## config.mk

```make
export PLATFORM = sky130hd
export DESIGN_NAME = gpio_irq_ctrl
export DESIGN_NICKNAME = d
export VERILOG_FILES = /design/src/rtl/gpio_irq_pkg.sv /design/src/rtl/gpio_irq_cfg.sv /design/src/rtl/gpio_irq_event.sv /design/src/rtl/gpio_irq_stat.sv /design/src/rtl/gpio_irq_ctrl.sv
export SDC_FILE = /design/constraint.sdc
export NUM_CORES = 1
export LEC_CHECK = 0
export BUFFER_PORTS_ARGS = -buffer_cell sky130_fd_sc_hd__buf_4
export CAP_MARGIN = 0
export CORE_MARGIN = 1.5
export CORE_UTILIZATION = 28
export CTS_BUF_LIST = sky130_fd_sc_hd__clkbuf_2 sky130_fd_sc_hd__clkbuf_4 sky130_fd_sc_hd__clkbuf_8
export CTS_CLUSTER_DIAMETER = 40
export DETAILED_ROUTE_END_ITERATION = 10
export PLACE_DENSITY_LB_ADDON = 0.3
export SETUP_SLACK_MARGIN = 0.02
export SKIP_CTS_REPAIR_TIMING = 1
export SYNTH_ARGS = -nofsm -noshare
export SYNTH_HDL_FRONTEND = slang
export SYNTH_HIERARCHICAL = 1
export SYNTH_SLANG_ARGS = --single-unit
```

## constraint.sdc

```tcl
create_clock -name clk -period 2.1 [get_ports clk]
set_clock_uncertainty 0.2 [all_clocks]
set_input_delay 0.315 -clock clk [delete_from_list [all_inputs] [get_ports clk]]
set_output_delay 0.315 -clock clk [all_outputs]
set_load 0.05 [all_outputs]
```

## src/rtl/gpio_irq_pkg.sv

```systemverilog
package gpio_irq_pkg;

    localparam int IDX_W = 3;

    typedef enum logic [IDX_W-1:0] {
        RG_LVL  = 3'd0,
        RG_ANY  = 3'd1,
        RG_POL  = 3'd2,
        RG_EN   = 3'd3,
        RG_RAW  = 3'd4,
        RG_MSKD = 3'd5,
        RG_CLR  = 3'd6,
        RG_NONE = 3'd7
    } reg_idx_e;

endpackage

```

## src/rtl/gpio_irq_cfg.sv

```systemverilog
module gpio_irq_cfg
    import gpio_irq_pkg::*;
#(
    parameter int NPIN = 8
) (
    input  logic            clk,
    input  logic            rst_n,
    input  logic            wr_i,
    input  reg_idx_e        idx_i,
    input  logic [NPIN-1:0] wdata_i,
    output logic [NPIN-1:0] lvl_o,
    output logic [NPIN-1:0] any_o,
    output logic [NPIN-1:0] pol_o,
    output logic [NPIN-1:0] en_o
);

    typedef struct packed {
        logic [NPIN-1:0] lvl;
        logic [NPIN-1:0] any;
        logic [NPIN-1:0] pol;
        logic [NPIN-1:0] en;
    } cfg_t;

    cfg_t cfg_d, cfg_q;

    always_comb begin
        cfg_d = cfg_q;
        if (wr_i) begin
            case (idx_i)
                RG_LVL:  cfg_d.lvl = wdata_i;
                RG_ANY:  cfg_d.any = wdata_i;
                RG_POL:  cfg_d.pol = wdata_i;
                RG_EN:   cfg_d.en  = wdata_i;
                default: ;
            endcase
        end
    end

    always_ff @(posedge clk or negedge rst_n) begin
        if (!rst_n) cfg_q <= '0;
        else        cfg_q <= cfg_d;
    end

    assign lvl_o = cfg_q.lvl;
    assign any_o = cfg_q.any;
    assign pol_o = cfg_q.pol;
    assign en_o  = cfg_q.en;

endmodule

```

## src/rtl/gpio_irq_event.sv

```systemverilog
module gpio_irq_event #(
    parameter int NPIN = 8
) (
    input  logic            clk,
    input  logic            rst_n,
    input  logic [NPIN-1:0] pin_i,
    input  logic [NPIN-1:0] dir_i,
    input  logic [NPIN-1:0] lvl_i,
    input  logic [NPIN-1:0] any_i,
    input  logic [NPIN-1:0] pol_i,
    output logic [NPIN-1:0] evt_o
);

    logic [NPIN-1:0] prev_d, prev_q;

    always_comb prev_d = pin_i;

    always_ff @(posedge clk or negedge rst_n) begin
        if (!rst_n) prev_q <= '0;
        else        prev_q <= prev_d;
    end

    for (genvar i = 0; i < NPIN; i++) begin : g_pin
        logic at_pol;
        logic moved;
        assign at_pol   = ~(pin_i[i] ^ pol_i[i]);
        assign moved    = (pin_i[i] ^ prev_q[i]) & ~dir_i[i];
        assign evt_o[i] = lvl_i[i] ? at_pol : (moved & (any_i[i] | at_pol));
    end

endmodule

```

## src/rtl/gpio_irq_stat.sv

```systemverilog
module gpio_irq_stat #(
    parameter int NPIN = 8
) (
    input  logic            clk,
    input  logic            rst_n,
    input  logic [NPIN-1:0] evt_i,
    input  logic [NPIN-1:0] clr_i,
    input  logic [NPIN-1:0] en_i,
    output logic [NPIN-1:0] raw_o,
    output logic [NPIN-1:0] mskd_o,
    output logic            irq_o
);

    logic [NPIN-1:0] raw_d, raw_q;

    always_comb begin
        raw_d = (raw_q & ~clr_i) | evt_i;
    end

    always_ff @(posedge clk or negedge rst_n) begin
        if (!rst_n) raw_q <= '0;
        else        raw_q <= raw_d;
    end

    assign raw_o  = raw_q;
    assign mskd_o = raw_q & en_i;
    assign irq_o  = |mskd_o;

    // a status bit may only fall after a clear request
    p_fall_needs_clr_r9: assert property (@(posedge clk) disable iff (!rst_n)
        (|($past(raw_q) & ~raw_q)) |-> (|$past(clr_i)));

    // an event always leaves its bit set, even against a clear
    p_evt_wins_r10: assert property (@(posedge clk) disable iff (!rst_n)
        (evt_i != '0) |=> ((raw_q & $past(evt_i)) == $past(evt_i)));

endmodule

```

## src/rtl/gpio_irq_ctrl.sv

```systemverilog
module gpio_irq_ctrl
    import gpio_irq_pkg::*;
#(
    parameter int NPIN = 8,
    parameter int DW   = 32,
    parameter int AW   = 6
) (
    input  logic            clk,
    input  logic            rst_n,
    input  logic [NPIN-1:0] pin_i,
    input  logic [NPIN-1:0] dir_i,
    input  logic            wr_en_i,
    input  logic [AW-1:0]   addr_i,
    input  logic [DW-1:0]   wdata_i,
    output logic [DW-1:0]   rdata_o,
    output logic            irq_o
);

    localparam int WORD_W = AW - 2;

    logic [WORD_W-1:0] word;
    logic              in_map;
    reg_idx_e          idx;
    logic [NPIN-1:0]   lvl, any, pol, en, evt, raw, mskd, clr;

    assign word   = addr_i[AW-1:2];
    assign in_map = (word >> IDX_W) == '0;
    assign idx    = reg_idx_e'(word[IDX_W-1:0]);
    assign clr    = (wr_en_i && in_map && idx == RG_CLR) ? wdata_i[NPIN-1:0] : '0;

    gpio_irq_cfg #(.NPIN(NPIN)) u_cfg (
        .clk     (clk),
        .rst_n   (rst_n),
        .wr_i    (wr_en_i && in_map),
        .idx_i   (idx),
        .wdata_i (wdata_i[NPIN-1:0]),
        .lvl_o   (lvl),
        .any_o   (any),
        .pol_o   (pol),
        .en_o    (en)
    );

    gpio_irq_event #(.NPIN(NPIN)) u_evt (
        .clk   (clk),
        .rst_n (rst_n),
        .pin_i (pin_i),
        .dir_i (dir_i),
        .lvl_i (lvl),
        .any_i (any),
        .pol_i (pol),
        .evt_o (evt)
    );

    gpio_irq_stat #(.NPIN(NPIN)) u_stat (
        .clk    (clk),
        .rst_n  (rst_n),
        .evt_i  (evt),
        .clr_i  (clr),
        .en_i   (en),
        .raw_o  (raw),
        .mskd_o (mskd),
        .irq_o  (irq_o)
    );

    always_comb begin
        rdata_o = '0;
        if (in_map) begin
            case (idx)
                RG_LVL:  rdata_o[NPIN-1:0] = lvl;
                RG_ANY:  rdata_o[NPIN-1:0] = any;
                RG_POL:  rdata_o[NPIN-1:0] = pol;
                RG_EN:   rdata_o[NPIN-1:0] = en;
                RG_RAW:  rdata_o[NPIN-1:0] = raw;
                RG_MSKD: rdata_o[NPIN-1:0] = mskd;
                default: rdata_o = '0;
            endcase
        end
    end

    logic [NPIN-1:0] lvl_hit;
    assign lvl_hit = lvl & ~(pin_i ^ pol);

    // output pins in edge mode never raise a status bit
    p_out_quiet_r7: assert property (@(posedge clk) disable iff (!rst_n)
        ((raw & ~$past(raw) & $past(dir_i & ~lvl)) == '0));

    // a held active level is present in status one edge later
    p_level_sets_r6: assert property (@(posedge clk) disable iff (!rst_n)
        ((raw & $past(lvl_hit)) == $past(lvl_hit)));

endmodule

```

# == Word level (Yosys, flattened, before mapping) ==
# Index checks and enable logic that the tools add are counted.
# Widths: inputs -> output; s select.
# totals
wordCells,92
romBits,0
memories,0
latchBits,0
register_bits,48
input_bits,57
mem_bits_rw,0
# op_classes
eq_ne,6
n_bitwise,60
n_reduce_logical,9
n_mux,11
n_lt_le_gt_ge,0
n_mul,0
n_addsub,0
div_mod_pow,0
shift,0
# op_table
op,n
$pmux 8 s6,1
$and 1x1->1,16
$and 8x8->8,2
$mux 8,2
$not 1->1,16
$xor 1x1->1,16
$eq 3x3->1 const B,3
$mux 1,8
$not 8->8,1
$or 1x1->1,8
$or 8x8->8,1
$reduce_and 2->1,4
$reduce_or 8->1,1
$eq 3x2->1 const B,2
$logic_not 4->1,1
$eq 3x1->1 const B,1
$logic_not 3->1,1
$logic_and 1x1->1,2

# == Logic depth before layout (Yosys ltp) ==
# Gate-level depths: netlist of run 1.
# logic_depth
ltp_word,7
ltp_mapped,5
mapped_depth_nobuf,5

# == Modules after synthesis ==
# Netlist of run 1, hierarchy kept.
# modules_own_cells
mod,area_each_um2,cells_each,seq_area_each_um2,n_inst
gpio_irq_cfg,1223.7,70,800.8,1
gpio_irq_event,734.5,72,200.2,1
gpio_irq_ctrl,714.4,84,0.0,1
gpio_irq_stat,365.4,35,200.2,1

# == Least setup slack after synthesis of run 1 ==
# OpenSTA, ideal clock, no wires.
# synth_timing
kind,input to output
startpoint,input addr_i[4]
endpoint,output rdata_o[0]
arrival_time_ns,1.812
slack_ns,-0.227
path_buffers,1
required_time_ns,1.585
stages,4
cell_sequence,buf_6 -> nor2b_1 -> nand2b_1 -> o21ai_0
# synth_via
elab_chain_cells,3
elab_cells_between_ends,8
classes_between,eq/ne (5); mux (2); reduce/logical (1)
# synth_lines
element,line_no,rtl
from (decl),gpio_irq_ctrl.sv:13,"input logic [AW-1:0] addr_i,"
$eq 3x3->1 (tied with other cells),gpio_irq_ctrl.sv:68,case (idx)
$pmux 8 s6 *,gpio_irq_ctrl.sv:68,
$mux 8 *,gpio_irq_ctrl.sv:67,if (in_map) begin
to (decl),gpio_irq_ctrl.sv:15,"output logic [DW-1:0] rdata_o,"
# Mark *: on every way between the ends. The rest lies on a longest branch, timed or not.

# == Worst setup path in the final report of run 1 ==
# layout_timing
startpoint,register u_stat.raw_q[0] (netlist: u_stat/raw_o[0])
endpoint,output irq_o
# layout_via
elab_chain_cells,2
# layout_lines
element,line_no,rtl
from (decl),gpio_irq_stat.sv:14,"logic [NPIN-1:0] raw_d, raw_q;"
from (signal assigned),gpio_irq_stat.sv:22,else raw_q <= raw_d;
$and 8x8->8,gpio_irq_stat.sv:26,assign mskd_o = raw_q & en_i;
net mskd[0],gpio_irq_ctrl.sv:24,"logic [NPIN-1:0] lvl, any, pol, en, evt, raw, mskd, clr;"
$reduce_or 8->1,gpio_irq_stat.sv:27,assign irq_o = |mskd_o;
to (decl),gpio_irq_ctrl.sv:16,output logic irq_o
# The timed path passes the listed nets, and every way through them passes these cells.

==> results.md, run 1 <==
* Synth-to-layout area growth at 27.7%
* Worst setup path class: reg2out
* Number of buffers created by CTS at 5
* Period Utilization, post-route at 119%
* Synthesis Warnings at 6
* Final period demand of the worst path at around 2.5 ns
* Height of the die at around 110 um
* Total power at 2.83 mW
* FF-to-FF Start: u_cfg/lvl_o[1]
* CTS tree: built
* Number of fillers in the final layout at between 1000 and 1500
* Worst hold path depth at 2
* H-tree lvl count at 2
* Worst setup path start: u_stat/raw_o[0]
* Leakage power at between 1.5 and 2 nW
* Post-synthesis instance area at 3040 um^2
* Power per standard cell area at ~730 nW/um^2
* Count of boundary I/O pins at 90
* Biggest area consumer among synthesized cells: sky130_fd_sc_hd__dfrtp_1
* Arrival time of the worst setup path at 1.98 ns
* Nets at approximately 400
* Final setup slack of the worst path at -0.397 ns
* DRC violations left at 0
* Setup WS pre-CTS at -0.106 ns
* Port Buf Inserts at 39
* EDFF count, synth at 0
* Share of final-layout standard cells stronger than drive strength 1 at approximately half
* Initial detailed-routing violation count at slightly above 50
* Most frequent cell after synthesis: sky130_fd_sc_hd__dfrtp_1
* Worst hold margin at ~0.069 ns
* Wirelength, routed at about 7100 um
* Worst vdd ir at between 0.3 and 0.4 mV
* Maximum number of pins on one net before global-route repair at 49
* Critical Path Max Stage Delay at 0.52 ns
* Critical path, cell by cell: and2_4 -> or4_1 -> or4_4 -> buf_6
* Routed wire per std cell at ~15 um
* Netlist cell types at 41
* Min-delay worst type: in2reg
* Result of the run: complete, but fails checks
* Clock input transition at the sequential cells of the worst setup and hold paths at approximately 0.10 ns
* Post-route ant nets at 0
* Crit. End Element: output port
* CP Max Fanout at 2
* Number of antenna violations at the first check in global routing at 0
* Number of register bits inferred by synthesis at 48
* Actual transition at the worst max-transition pin at ~0.63 ns
* Sequential fraction of the synthesis area at about two fifths
* Placeable Area at around 10000 um^2
* Register area at 1210 um^2
* DIE AREA at approximately 11000 um^2
* Required @ worst endpoint at ~1.6 ns
* Critical hold path startpoint: wdata_i[4]
* RePlAce Congestion at ~0.72
* Type of origin of the critical path: register
* Vias in the first global route at ~2200
* Clk_lat worst skew at around 0.3 ns
* Top flip-flop cell by instance count after synthesis: sky130_fd_sc_hd__dfrtp_1
* First-pass GRT wire length at ~11000 um
* Detailed-route via count at between 2000 and 2500
* Final design utilization at 37.2%
* Ranking of synthesized cells by area: sky130_fd_sc_hd__dfrtp_1, sky130_fd_sc_hd__mux2_2, sky130_fd_sc_hd__buf_4
* Area taken by multi-input logic gates at between 1500 and 2000 um^2
* Max Cap Violations at 0
* Violated checks: setup timing
* Gate count of the mapped netlist at 261
* Final max-slew violation count at 0
* Reg2Reg Depth at 5
* Number of hold violations in the final report at 0
* Share of the synthesized area in the top cell type at about two fifths
* Leftover overflow at the end of global routing at 0
* Max clock buf depth at 2
* Remaining max-slew budget at the tightest pin at 58.2%
* Synth cell count leaders: sky130_fd_sc_hd__dfrtp_1, sky130_fd_sc_hd__mux2_2, sky130_fd_sc_hd__buf_4, sky130_fd_sc_hd__mux2i_1, sky130_fd_sc_hd__and2_1
* Setup repair after global routing missed its margin: yes
* Async set-reset flop share out of synthesis at 100%
* Number of placement rows at 37
* Die boundary width at between 100 and 150 um
* Overall routing resource usage at 12.6%
* # clock sinks at between 40 and 50
* Placed wire-length estimate at about 5000 um
* Via/cell ratio at 4.60
* Max stage delay cell, worst path: sky130_fd_sc_hd__or4_1
* Peak Freq at about 400 MHz
* Initial core utilization at just under 30%
* Clock root buffer master: sky130_fd_sc_hd__clkbuf_8
* Post-synthesis area per instance at 11.6 um^2
* # diodes at 0
* Setup violators final at 5
* Number of iterations in the first detailed-routing pass at 4
## worst max-delay path, delay by kind of cell, from the launching register on
family / cells / cell delay, ns
buffers and inverters: 1 / 0.17
AND/OR/NAND/NOR: 3 / 1.12
flip-flops: 1 / 0.39
## worst paths after layout
check,endpoint,slack [ns]
worst max-delay path,irq_o,-0.40
worst min-delay path,u_cfg/lvl_o[4],0.07
worst max register to register,u_stat/raw_o[1],0.65
worst min register to register,u_stat/raw_o[3],0.31
max in group asynchronous,u_cfg/lvl_o[5],0.88
min in group asynchronous,u_cfg/lvl_o[0],0.37
## area by class of cell
| cell class | count | share of cell area (%) |
|---|---|---|
| sequential | 48 | 31.1 |
| clock buffer | 5 | 1.77 |
| tap | 136 | 4.39 |
| multi-input combinational | 197 | 44.2 |
| clock inverter | 2 | 0.322 |
| timing repair buffer | 79 | 17.3 |
| inverter | 9 | 0.871 |
## placed cells by master (no fill, tap or decap), types with 4 or more instances in the layout
cell type,instances
sky130_fd_sc_hd__and2_4,4
sky130_fd_sc_hd__mux4_2,5
sky130_fd_sc_hd__mux2_2,34
sky130_fd_sc_hd__and2b_2,7
sky130_fd_sc_hd__nand2_2,4
sky130_fd_sc_hd__dfrtp_1,44
sky130_fd_sc_hd__dlygate4sd3_1,9
sky130_fd_sc_hd__nor4b_2,7
sky130_fd_sc_hd__buf_6,12
sky130_fd_sc_hd__nand2_1,9
sky130_fd_sc_hd__nor2_1,4
sky130_fd_sc_hd__conb_1,24
sky130_fd_sc_hd__inv_1,9
sky130_fd_sc_hd__o21bai_1,7
sky130_fd_sc_hd__o21ai_2,5
sky130_fd_sc_hd__o211ai_2,7
sky130_fd_sc_hd__a21o_1,7
sky130_fd_sc_hd__and2_1,12
sky130_fd_sc_hd__mux2i_1,16
sky130_fd_sc_hd__nand2b_1,8
sky130_fd_sc_hd__a21oi_1,9
sky130_fd_sc_hd__buf_4,57
sky130_fd_sc_hd__dfrtp_2,4
sky130_fd_sc_hd__clkbuf_8,5
## routing by layer
layer | routed length [um] | vias up | global-route usage [%]
met3 | 151 | 4 | 1.58
met1 | 3260 | 1095 | 15.9
met2 | 3650 | 42 | 22.4
met5 | 0 | - | 0
li1 | - | 1047 | -
met4 | 37 | 0 | 3.43
## registers in the layout, indices dropped and copies added, names as in the netlist
register,flops
u_stat/raw_o,8
u_cfg/any_o,8
u_cfg/en_o,8
u_cfg/lvl_o,8
u_cfg/pol_o,8
u_evt/prev_q,8
## cells by family after synthesis
| logic type | share of synthesized area [%] |
|---|---|
| flops | 39.5 |
| other cells | 0.123 |
| simple gates | 16.4 |
| xor+xnor | 0.577 |
| buf+inv | 8.94 |
| compound gates | 12.0 |
| mux | 22.4 |
## power breakdown
part | total, mW | internal [mW] | switching (mW)
Combinational | 1.03 | 0.547 | 0.486
Clock | 0.537 | 0.226 | 0.311
Sequential | 1.26 | 1.09 | 0.172
## per-stage QoR
step	area [um^2]	instances	setup TNS, ns
2_1_floorplan	3140	284	-0.453
3_3_place_gp	3560	452	-0.0834
3_5_place_dp	3560	452	-0.138
4_1_cts	3640	459	-1.01
5_1_grt	3880	476	-0.944
6_report	3880	476	-0.587
Note: power is estimated with default switching activity, not from simulation.
==> inputs of run 2 (changes only) <==
--- a/config.mk
+++ b/config.mk
@@ -5,8 +5,11 @@
 export SDC_FILE = /design/constraint.sdc
 export NUM_CORES = 1
 export LEC_CHECK = 0
+export ABC_AREA = 1
 export BUFFER_PORTS_ARGS = -buffer_cell sky130_fd_sc_hd__buf_4
 export CAP_MARGIN = 0
+export CELL_PAD_IN_SITES_DETAIL_PLACEMENT = 0
+export CELL_PAD_IN_SITES_GLOBAL_PLACEMENT = 1
 export CORE_MARGIN = 1.5
 export CORE_UTILIZATION = 28
 export CTS_BUF_LIST = sky130_fd_sc_hd__clkbuf_2 sky130_fd_sc_hd__clkbuf_4 sky130_fd_sc_hd__clkbuf_8
==> run 2 against run 1 <==
The flow now finishes without violations. Combinational power down 22%. Power decreased by 7.8%. Design area up 0.48%. Count of clock-buffer cells in the layout up 1. Non-clock buffer count shrank 16. Flip-flop and latch count unchanged. Via count up 36%.
==> results.md, run 2 <==
* Remaining max-slew budget at the tightest pin at 55.6% (was 58.2%)
* Via/cell ratio at 4.46 (was 4.60)
* Number of fillers in the final layout at 1245 (was 1060)
* Most frequent cell after synthesis: sky130_fd_sc_hd__nand2_1 (was sky130_fd_sc_hd__dfrtp_1)
* Netlist cell types at 23 (was 41)
* Initial detailed-routing violation count at 184 (was 51)
* Clock root buffer master: sky130_fd_sc_hd__clkbuf_8 (unchanged)
* EDFF count, synth at 0 (unchanged)
* Critical path, cell by cell: nand2_1 -> inv_1 -> nand4_1 -> nand2_1 -> nor2_1 -> a21oi_2 -> buf_4 (was and2_4 -> or4_1 -> or4_4 -> buf_6)
* Synth-to-layout area growth at 18.6% (was 27.7%)
* Routed wire per std cell at 13.6 um (was 14.9 um)
* Post-route ant nets at 0 (unchanged)
* Number of antenna violations at the first check in global routing at 0 (unchanged)
* Synthesis Warnings at 6 (unchanged)
* Port Buf Inserts at 39 (unchanged)
* Max stage delay cell, worst path: sky130_fd_sc_hd__dfrtp_1 (was sky130_fd_sc_hd__or4_1)
* Largest delay contributor family on the critical path: flip-flops (was simple AND/OR/NAND/NOR gates)
* Max Cap Violations at 0 (unchanged)
* CTS tree: built (unchanged)
* Setup violators final at 0 (was 5)
* Nets at 581 (was 397)
* Worst setup path start: u_stat/raw_o[2] (was u_stat/raw_o[0])
* Share of synthesized area spent on multiplexers at 0% (was 22.4%)
* Required @ worst endpoint at 1.58 ns (about the same)
* Post-synthesis instance area at 3290 um^2 (was 3040 um^2)
* Number of iterations in the first detailed-routing pass at 4 (unchanged)
* Placeable Area at 11400 um^2 (was 10400 um^2)
* Worst setup path class: reg2out (unchanged)
* Critical Path Max Stage Delay at 0.41 ns (was 0.52 ns)
* Xor-xnor portion of the synthesized cell area at 0% (was 0.577%)
* Leakage power at 2.22 nW (was 1.67 nW)
* Synth Area in Simple Gates at 40.5% (was 16.4%)
* Post-synthesis area per instance at 6.99 um^2 (was 11.6 um^2)
* Setup repair after global routing missed its margin: no (was yes)
* Largest family of logic cells by synthesized area: simple AND/OR/NAND/NOR gates (was multiplexers)
* Min-delay worst type: in2reg (unchanged)
* Die boundary width at 111 um (was 107 um)
* CP Max Fanout at 3 (was 2)
* Total placed instance area at 3720 um^2 (was 3560 um^2)
* # diodes at 0 (unchanged)
* Leftover overflow at the end of global routing at 0 (unchanged)
* Arrival time of the worst setup path at 1.45 ns (was 1.98 ns)
* First-pass GRT wire length at 15000 um (was 11300 um)
* TNS Setup at 0 ns (was -0.587 ns)
* FF-to-FF Start: u_cfg/pol_o[0] (was u_cfg/lvl_o[1])
* Total power at 2.61 mW (was 2.83 mW)
* # clock sinks at 48 (unchanged)
* Final period demand of the worst path at 1.96 ns (was 2.50 ns)
* Biggest area consumer among synthesized cells: sky130_fd_sc_hd__dfrtp_1 (unchanged)
* Gate count of the mapped netlist at 470 (was 261)
* Worst vdd ir at 0.294 mV (was 0.328 mV)
* Crit. End Element: output port (unchanged)
* Overall routing resource usage at 15.3% (was 12.6%)
* Type of origin of the critical path: register (unchanged)
* Clk_lat worst skew at 0.31 ns (was 0.30 ns)
* Share of the synthesized area in the top cell type at 36.5% (was 39.5%)
* Result of the run: complete, no violations (was complete, but fails checks)
* DRC violations left at 0 (unchanged)
* Actual transition at the worst max-transition pin at 0.666 ns (was 0.628 ns)
* Period Utilization, post-route at 93.5% (was 119%)
* RePlAce Congestion at 0.776 (was 0.716)
* Placed wire-length estimate at 6140 um (was 5030 um)
* Top flip-flop cell by instance count after synthesis: sky130_fd_sc_hd__dfrtp_1 (unchanged)
* Initial core utilization at 28.8% (was 29.2%)
* Adder and majority gate portion of the synthesized area at 0% (unchanged)
* Height of the die at 111 um (was 107 um)
* Vias in the first global route at 2812 (was 2230)
* Sequential fraction of the synthesis area at 36.5% (was 39.5%)
* Number of placement rows at 39 (was 37)
* Power per standard cell area at 670 nW/um^2 (was 730 nW/um^2)
* Critical hold path startpoint: wdata_i[2] (was wdata_i[4])
* Ranking of synthesized cells by area: sky130_fd_sc_hd__dfrtp_1, sky130_fd_sc_hd__nand2_1, sky130_fd_sc_hd__inv_1 (was sky130_fd_sc_hd__dfrtp_1, sky130_fd_sc_hd__mux2_2, sky130_fd_sc_hd__buf_4)
* Max clock buf depth at 2 (unchanged)
* Number of buffers created by CTS at 5 (unchanged)
* Final max-slew violation count at 0 (unchanged)
* Bufs and invs on worst path at 2 (was 1)
* Async set-reset flop share out of synthesis at 100% (unchanged)
* Synth cell count leaders: sky130_fd_sc_hd__nand2_1, sky130_fd_sc_hd__inv_1, sky130_fd_sc_hd__nor2_1, sky130_fd_sc_hd__dfrtp_1 (was sky130_fd_sc_hd__dfrtp_1, sky130_fd_sc_hd__mux2_2, sky130_fd_sc_hd__buf_4, sky130_fd_sc_hd__mux2i_1, sky130_fd_sc_hd__and2_1)
* Count of boundary I/O pins at 90 (unchanged)
* DIE AREA at 12400 um^2 (was 11500 um^2)
* Number of hold violations in the final report at 0 (unchanged)
* Most frequent cells in the layout: sky130_fd_sc_hd__nand2_1, sky130_fd_sc_hd__inv_1, sky130_fd_sc_hd__nor2_1, sky130_fd_sc_hd__buf_4, sky130_fd_sc_hd__dfrtp_1 (was sky130_fd_sc_hd__buf_4, sky130_fd_sc_hd__dfrtp_1, sky130_fd_sc_hd__mux2_2, sky130_fd_sc_hd__conb_1, sky130_fd_sc_hd__mux2i_1)
* Maximum number of pins on one net before global-route repair at 49 (unchanged)
* Most repeated library cell on the critical path: sky130_fd_sc_hd__nand2_1
* Number of register bits inferred by synthesis at 48 (unchanged)
* Clock input transition at the sequential cells of the worst setup and hold paths at 0.10 ns (about the same)
* Worst hold margin at 0.0408 ns (was 0.0694 ns)
* Compound-cell area share of the yosys netlist at 5.18% (was 12.0%)
* H-tree lvl count at 2 (unchanged)
* Share of final-layout standard cells stronger than drive strength 1 at 18.1% (was 49.7%)
* Peak Freq at 509 MHz (was 401 MHz)
* Wirelength, routed at 9100 um (was 7100 um)
* Detailed-route via count at 2976 (was 2188)
* Most common cell after layout, fill and taps aside: sky130_fd_sc_hd__nand2_1 (was sky130_fd_sc_hd__buf_4)
* Layout Cell Area excl Fill at 3900 um^2 (was 3880 um^2)
==> run 2: cell types whose count changed in the layout (fill, tap and decap cells not counted), moves of 12 or more <==
cell,previous run,this run
sky130_fd_sc_hd__buf_6,12,0
sky130_fd_sc_hd__nand4_1,0,32
sky130_fd_sc_hd__mux2_2,34,0
sky130_fd_sc_hd__nand2_1,9,143
sky130_fd_sc_hd__nand3_1,0,32
sky130_fd_sc_hd__and2_1,12,0
sky130_fd_sc_hd__nor2_1,4,59
sky130_fd_sc_hd__inv_1,9,67
sky130_fd_sc_hd__mux2i_1,16,0
==> run 2: worst min-delay path, delay by kind of cell <==
family / cells / cell delay [ns]
simple gates: 2 / 0.09
buf+inv: 1 / 0.11
==> run 2: final timing paths <==
kind	to	depth (start not counted)	slack (ns)
min	u_cfg/en_o[2]	3	0.04
max in group asynchronous	u_evt/prev_q[0]	2	0.88
min in group asynchronous	u_evt/prev_q[6]	2	0.38
max reg2reg	u_stat/raw_o[0]	5	0.91
min reg2reg	u_cfg/any_o[6]	2	0.31
max	rdata_o[2]	7	0.14
==> run 2: through the flow <==
| stage | setup WS [ns] | cells | utilization, % |
|---|---|---|---|
| floorplan | 0.204 | 493 | - |
| global placement | 0.189 | 651 | 32.5 |
| detailed placement | 0.184 | 651 | 32.5 |
| CTS | 0.121 | 659 | 33.4 |
| global route | 0.0210 | 668 | 34.1 |
| finish | 0.136 | 668 | 34.1 |
==> run 2: where the power goes <==
group	switching, mW	leakage (nW)	internal (mW)
Combinational	0.518	1.60	0.282
Clock	0.339	0.0510	0.264
Sequential	0.141	0.572	1.07
==> run 2: cell type report <==
cell class	count	area [um^2]	share of cell area, %
timing repair buffer	63	558	14.3
sequential	48	1200	30.8
clock inverter	2	10.0	0.257
multi-input combinational	333	1590	40.8
inverter	73	277	7.09
tap	143	179	4.59
clock buffer	6	82.6	2.12
==> run 2: cells by family (layout without fill, tap and decap cells) <==
logic type | Yosys count | after routing
flops | 48 | 48
compound gates | 24 | 24
other cells | 1 | 24
simple gates | 285 | 285
buf+inv | 112 | 144
==> run 2: layer usage <==
| metal | vias up | routed length [um] | track usage [%] |
|---|---|---|---|
| li1 | 1527 | - | - |
| met1 | 1356 | 4370 | 21.9 |
| met2 | 84 | 4100 | 24.0 |
| met3 | 9 | 526 | 2.72 |
| met4 | 0 | 108 | 3.63 |
| met5 | - | 0 | 0 |
==> inputs of run 3 (changes only) <==
--- a/config.mk
+++ b/config.mk
@@ -15,7 +15,7 @@
 export CTS_BUF_LIST = sky130_fd_sc_hd__clkbuf_2 sky130_fd_sc_hd__clkbuf_4 sky130_fd_sc_hd__clkbuf_8
 export CTS_CLUSTER_DIAMETER = 40
 export DETAILED_ROUTE_END_ITERATION = 10
-export PLACE_DENSITY_LB_ADDON = 0.3
+export PLACE_DENSITY_LB_ADDON = 0.1
 export SETUP_SLACK_MARGIN = 0.02
 export SKIP_CTS_REPAIR_TIMING = 1
 export SYNTH_ARGS = -nofsm -noshare
==> constraint.sdc (replaced) <==
create_clock -name clk -period 1.8 [get_ports clk]
set_clock_uncertainty 0.2 [all_clocks]
set_input_delay 0.27 -clock clk [delete_from_list [all_inputs] [get_ports clk]]
set_output_delay 0.27 -clock clk [all_outputs]
set_load 0.05 [all_outputs]
==> run 3 against run 2 <==
Register-to-register slack worse by 0.31 ns. The run now ends with hold timing, setup timing left. Critical path depth stayed put. Critical endpoint is now rdata_o[0]. Power is 24% higher. Final cell count is 3.3% higher. Critical path type unchanged. Design area is 7.9% higher. Count of clock-buffer cells in the layout is 2 higher. Worst hold slack worse by 0.047 ns. Global-route usage is 0.99 points higher.
==> results.md, run 3 (synthesis gave the netlist of run 2 again) <==
* Power share of the combinational group at 33.2% (was 30.6%)
* Worst setup path class: reg2out (unchanged)
* DRC violations left at 0 (unchanged)
* Layout Cells excl Fill at 690 (was 668)
* Required @ worst endpoint at 1.33 ns (was 1.58 ns)
* Initial core utilization at 28.8% (unchanged)
* Critical path, cell by cell: nand2_2 -> inv_2 -> nand4_1 -> nand2_1 -> nor2_1 -> a21oi_2 -> buf_6 (was nand2_1 -> inv_1 -> nand4_1 -> nand2_1 -> nor2_1 -> a21oi_2 -> buf_4)
* Via/cell ratio at 4.43 (was 4.46)
* Overall routing resource usage at 16.2% (was 15.3%)
* Net switching power figure at 1.23 mW (was 0.998 mW)
* Worst hold margin at -0.00624 ns (was 0.0408 ns)
* Max Cap Violations at 0 (unchanged)
* Initial detailed-routing violation count at 114 (was 184)
* Crit. End Element: output port (unchanged)
* Violated checks: hold timing, setup timing
* Clk_lat worst skew at 0.32 ns (was 0.31 ns)
* Seq pwr share at 43.7% (was 46.3%)
* Clock input transition at the sequential cells of the worst setup and hold paths at 0.09 ns (was 0.10 ns)
* Bufs and invs on worst path at 2 (unchanged)
* CTS tree: built (unchanged)
* Detailed-route via count at 3056 (was 2976)
* Final design utilization at 36.8% (was 34.1%)
* Number of antenna violations at the first check in global routing at 0 (unchanged)
* Period Utilization, post-route at 103%
* TNS Setup at -0.253 ns (was 0 ns)
* Final setup slack of the worst path at -0.0556 ns (was 0.136 ns)
* # clock sinks at 48 (unchanged)
* Post-route ant nets at 0 (unchanged)
* Setup repair after global routing missed its margin: yes (was no)
* Vias in the first global route at 2797 (was 2812)
* # diodes at 0 (unchanged)
* Most frequent cells in the layout: sky130_fd_sc_hd__nand2_1, sky130_fd_sc_hd__inv_1, sky130_fd_sc_hd__nor2_1, sky130_fd_sc_hd__buf_4, sky130_fd_sc_hd__dfrtp_1 (unchanged)
* Total placed instance area at 3820 um^2 (was 3720 um^2)
* Share of final-layout standard cells stronger than drive strength 1 at 23.6% (was 18.1%)
* RePlAce Congestion at 0.741 (was 0.776)
* Clock root buffer master: sky130_fd_sc_hd__clkbuf_8 (unchanged)
* H-tree lvl count at 2 (unchanged)
* Maximum number of pins on one net before global-route repair at 27 (was 49)
* Max clock buf depth at 2 (unchanged)
* DIE AREA at 12400 um^2 (unchanged)
* Min-delay worst type: in2reg (unchanged)
* Wirelength, routed at 9850 um (was 9100 um)
* Placed insts at 658 (was 651)
* Clock group share of total power at 23.1% (about the same)
* Most common cell after layout, fill and taps aside: sky130_fd_sc_hd__nand2_1 (unchanged)
* Placeable Area at 11400 um^2 (unchanged)
* Port Buf Inserts at 39 (unchanged)
* Layout Cell Area excl Fill at 4210 um^2 (was 3900 um^2)
* Height of the die at 111 um (unchanged)
* CP Max Fanout at 3 (unchanged)
* Routed wire per std cell at 14.3 um (was 13.6 um)
* Peak Freq at 539 MHz
* Number of buffers created by CTS at 5 (unchanged)
* Number of placement rows at 39 (unchanged)
* Leftover overflow at the end of global routing at 0 (unchanged)
* Placed wire-length estimate at 6690 um (was 6140 um)
* Number of fillers in the final layout at 1237 (was 1245)
* Total power at 3.24 mW (was 2.61 mW)
* Leakage power at 2.35 nW (was 2.22 nW)
* Nets at 603 (was 581)
* Setup violators final at 8 (was 0)
* Arrival time of the worst setup path at 1.39 ns (was 1.45 ns)
* Die boundary width at 111 um (unchanged)
* Worst vdd ir at 0.316 mV (was 0.294 mV)
* Max stage delay cell, worst path: sky130_fd_sc_hd__dfrtp_1 (unchanged)
* Synth-to-layout area growth at 28.0% (was 18.6%)
* Final period demand of the worst path at ~1.9 ns
* Count of boundary I/O pins at 90 (unchanged)
* Largest delay contributor family on the critical path: flip-flops (unchanged)
* Cell internal pwr at 2.01 mW (was 1.61 mW)
* Sw frac at 37.9% (was 38.2%)
* Final max-slew violation count at 0 (unchanged)
* Number of iterations in the first detailed-routing pass at 4 (unchanged)
* Number of hold violations in the final report at 2 (was 0)
* Setup WS pre-CTS at 0.0810 ns (was 0.184 ns)
* Result of the run: complete, but fails checks (was complete, no violations)
* Critical Path Max Stage Delay at 0.39 ns (was 0.41 ns)
* Type of origin of the critical path: register (unchanged)
* Power per standard cell area at 771 nW/um^2 (was 670 nW/um^2)
* First-pass GRT wire length at 15400 um (was 15000 um)
==> run 3: changes by cell type in the layout (fill, tap and decap cells not counted), sizes merged <==
cell	change
buf	+17
dlygate4sd3	+5
clkbuf	+2
clkinv	-2
==> run 3: cell type report <==
type                            instances  area (um^2)  share of cell area (%)
Inverter                               73          277                    6.57
Tap cell                              143          179                    4.25
Timing Repair Buffer                   85          811                    19.3
Sequential cell                        48         1200                    28.6
Clock buffer                            8         97.6                    2.32
Multi-Input combinational cell        333         1640                    39.0
==> run 3: power by group through the flow <==
stage	Clock (mW)	Combinational (mW)	Sequential [mW]
after floorplan	0	0.720	1.38
after global placement	0	0.951	1.43
after detailed placement	0	0.960	1.44
after CTS	0.790	0.964	1.41
after global routing	0.815	1.19	1.45
final	0.749	1.08	1.42
==> run 3: final timing paths <==
check / endpoint / depth (start not counted) / from / slack [ns]
max reg2reg: u_stat/raw_o[1] / 5 / u_cfg/pol_o[1] / 0.60
min in group asynchronous: u_evt/prev_q[1] / 2 / rst_n / 0.18
max in group asynchronous: u_stat/raw_o[5] / 3 / rst_n / 0.75
min reg2reg: u_cfg/any_o[7] / 2 / u_cfg/any_o[7] / 0.31
max: rdata_o[0] / 7 / u_stat/raw_o[0] / -0.06
min: u_cfg/en_o[5] / 3 / wdata_i[5] / -0.006
==> run 3: worst reg2reg max path: cells and delay by family, from the launching register on <==
family	cells	cell delay, ns
DFF	1	0.43
and+or+nand+nor	2	0.11
buffers and inverters	1	0.07
AOI/OAI and AO/OA	2	0.28
==> run 3: metal layers <==
| metal | up-vias | GRT usage [%] | wire (um) |
|---|---|---|---|
| li1 | 1570 | - | - |
| met1 | 1405 | 22.1 | 4740 |
| met2 | 68 | 26.3 | 4530 |
| met3 | 13 | 2.61 | 387 |
| met4 | 0 | 5.57 | 187 |
| met5 | - | 0 | 0 |
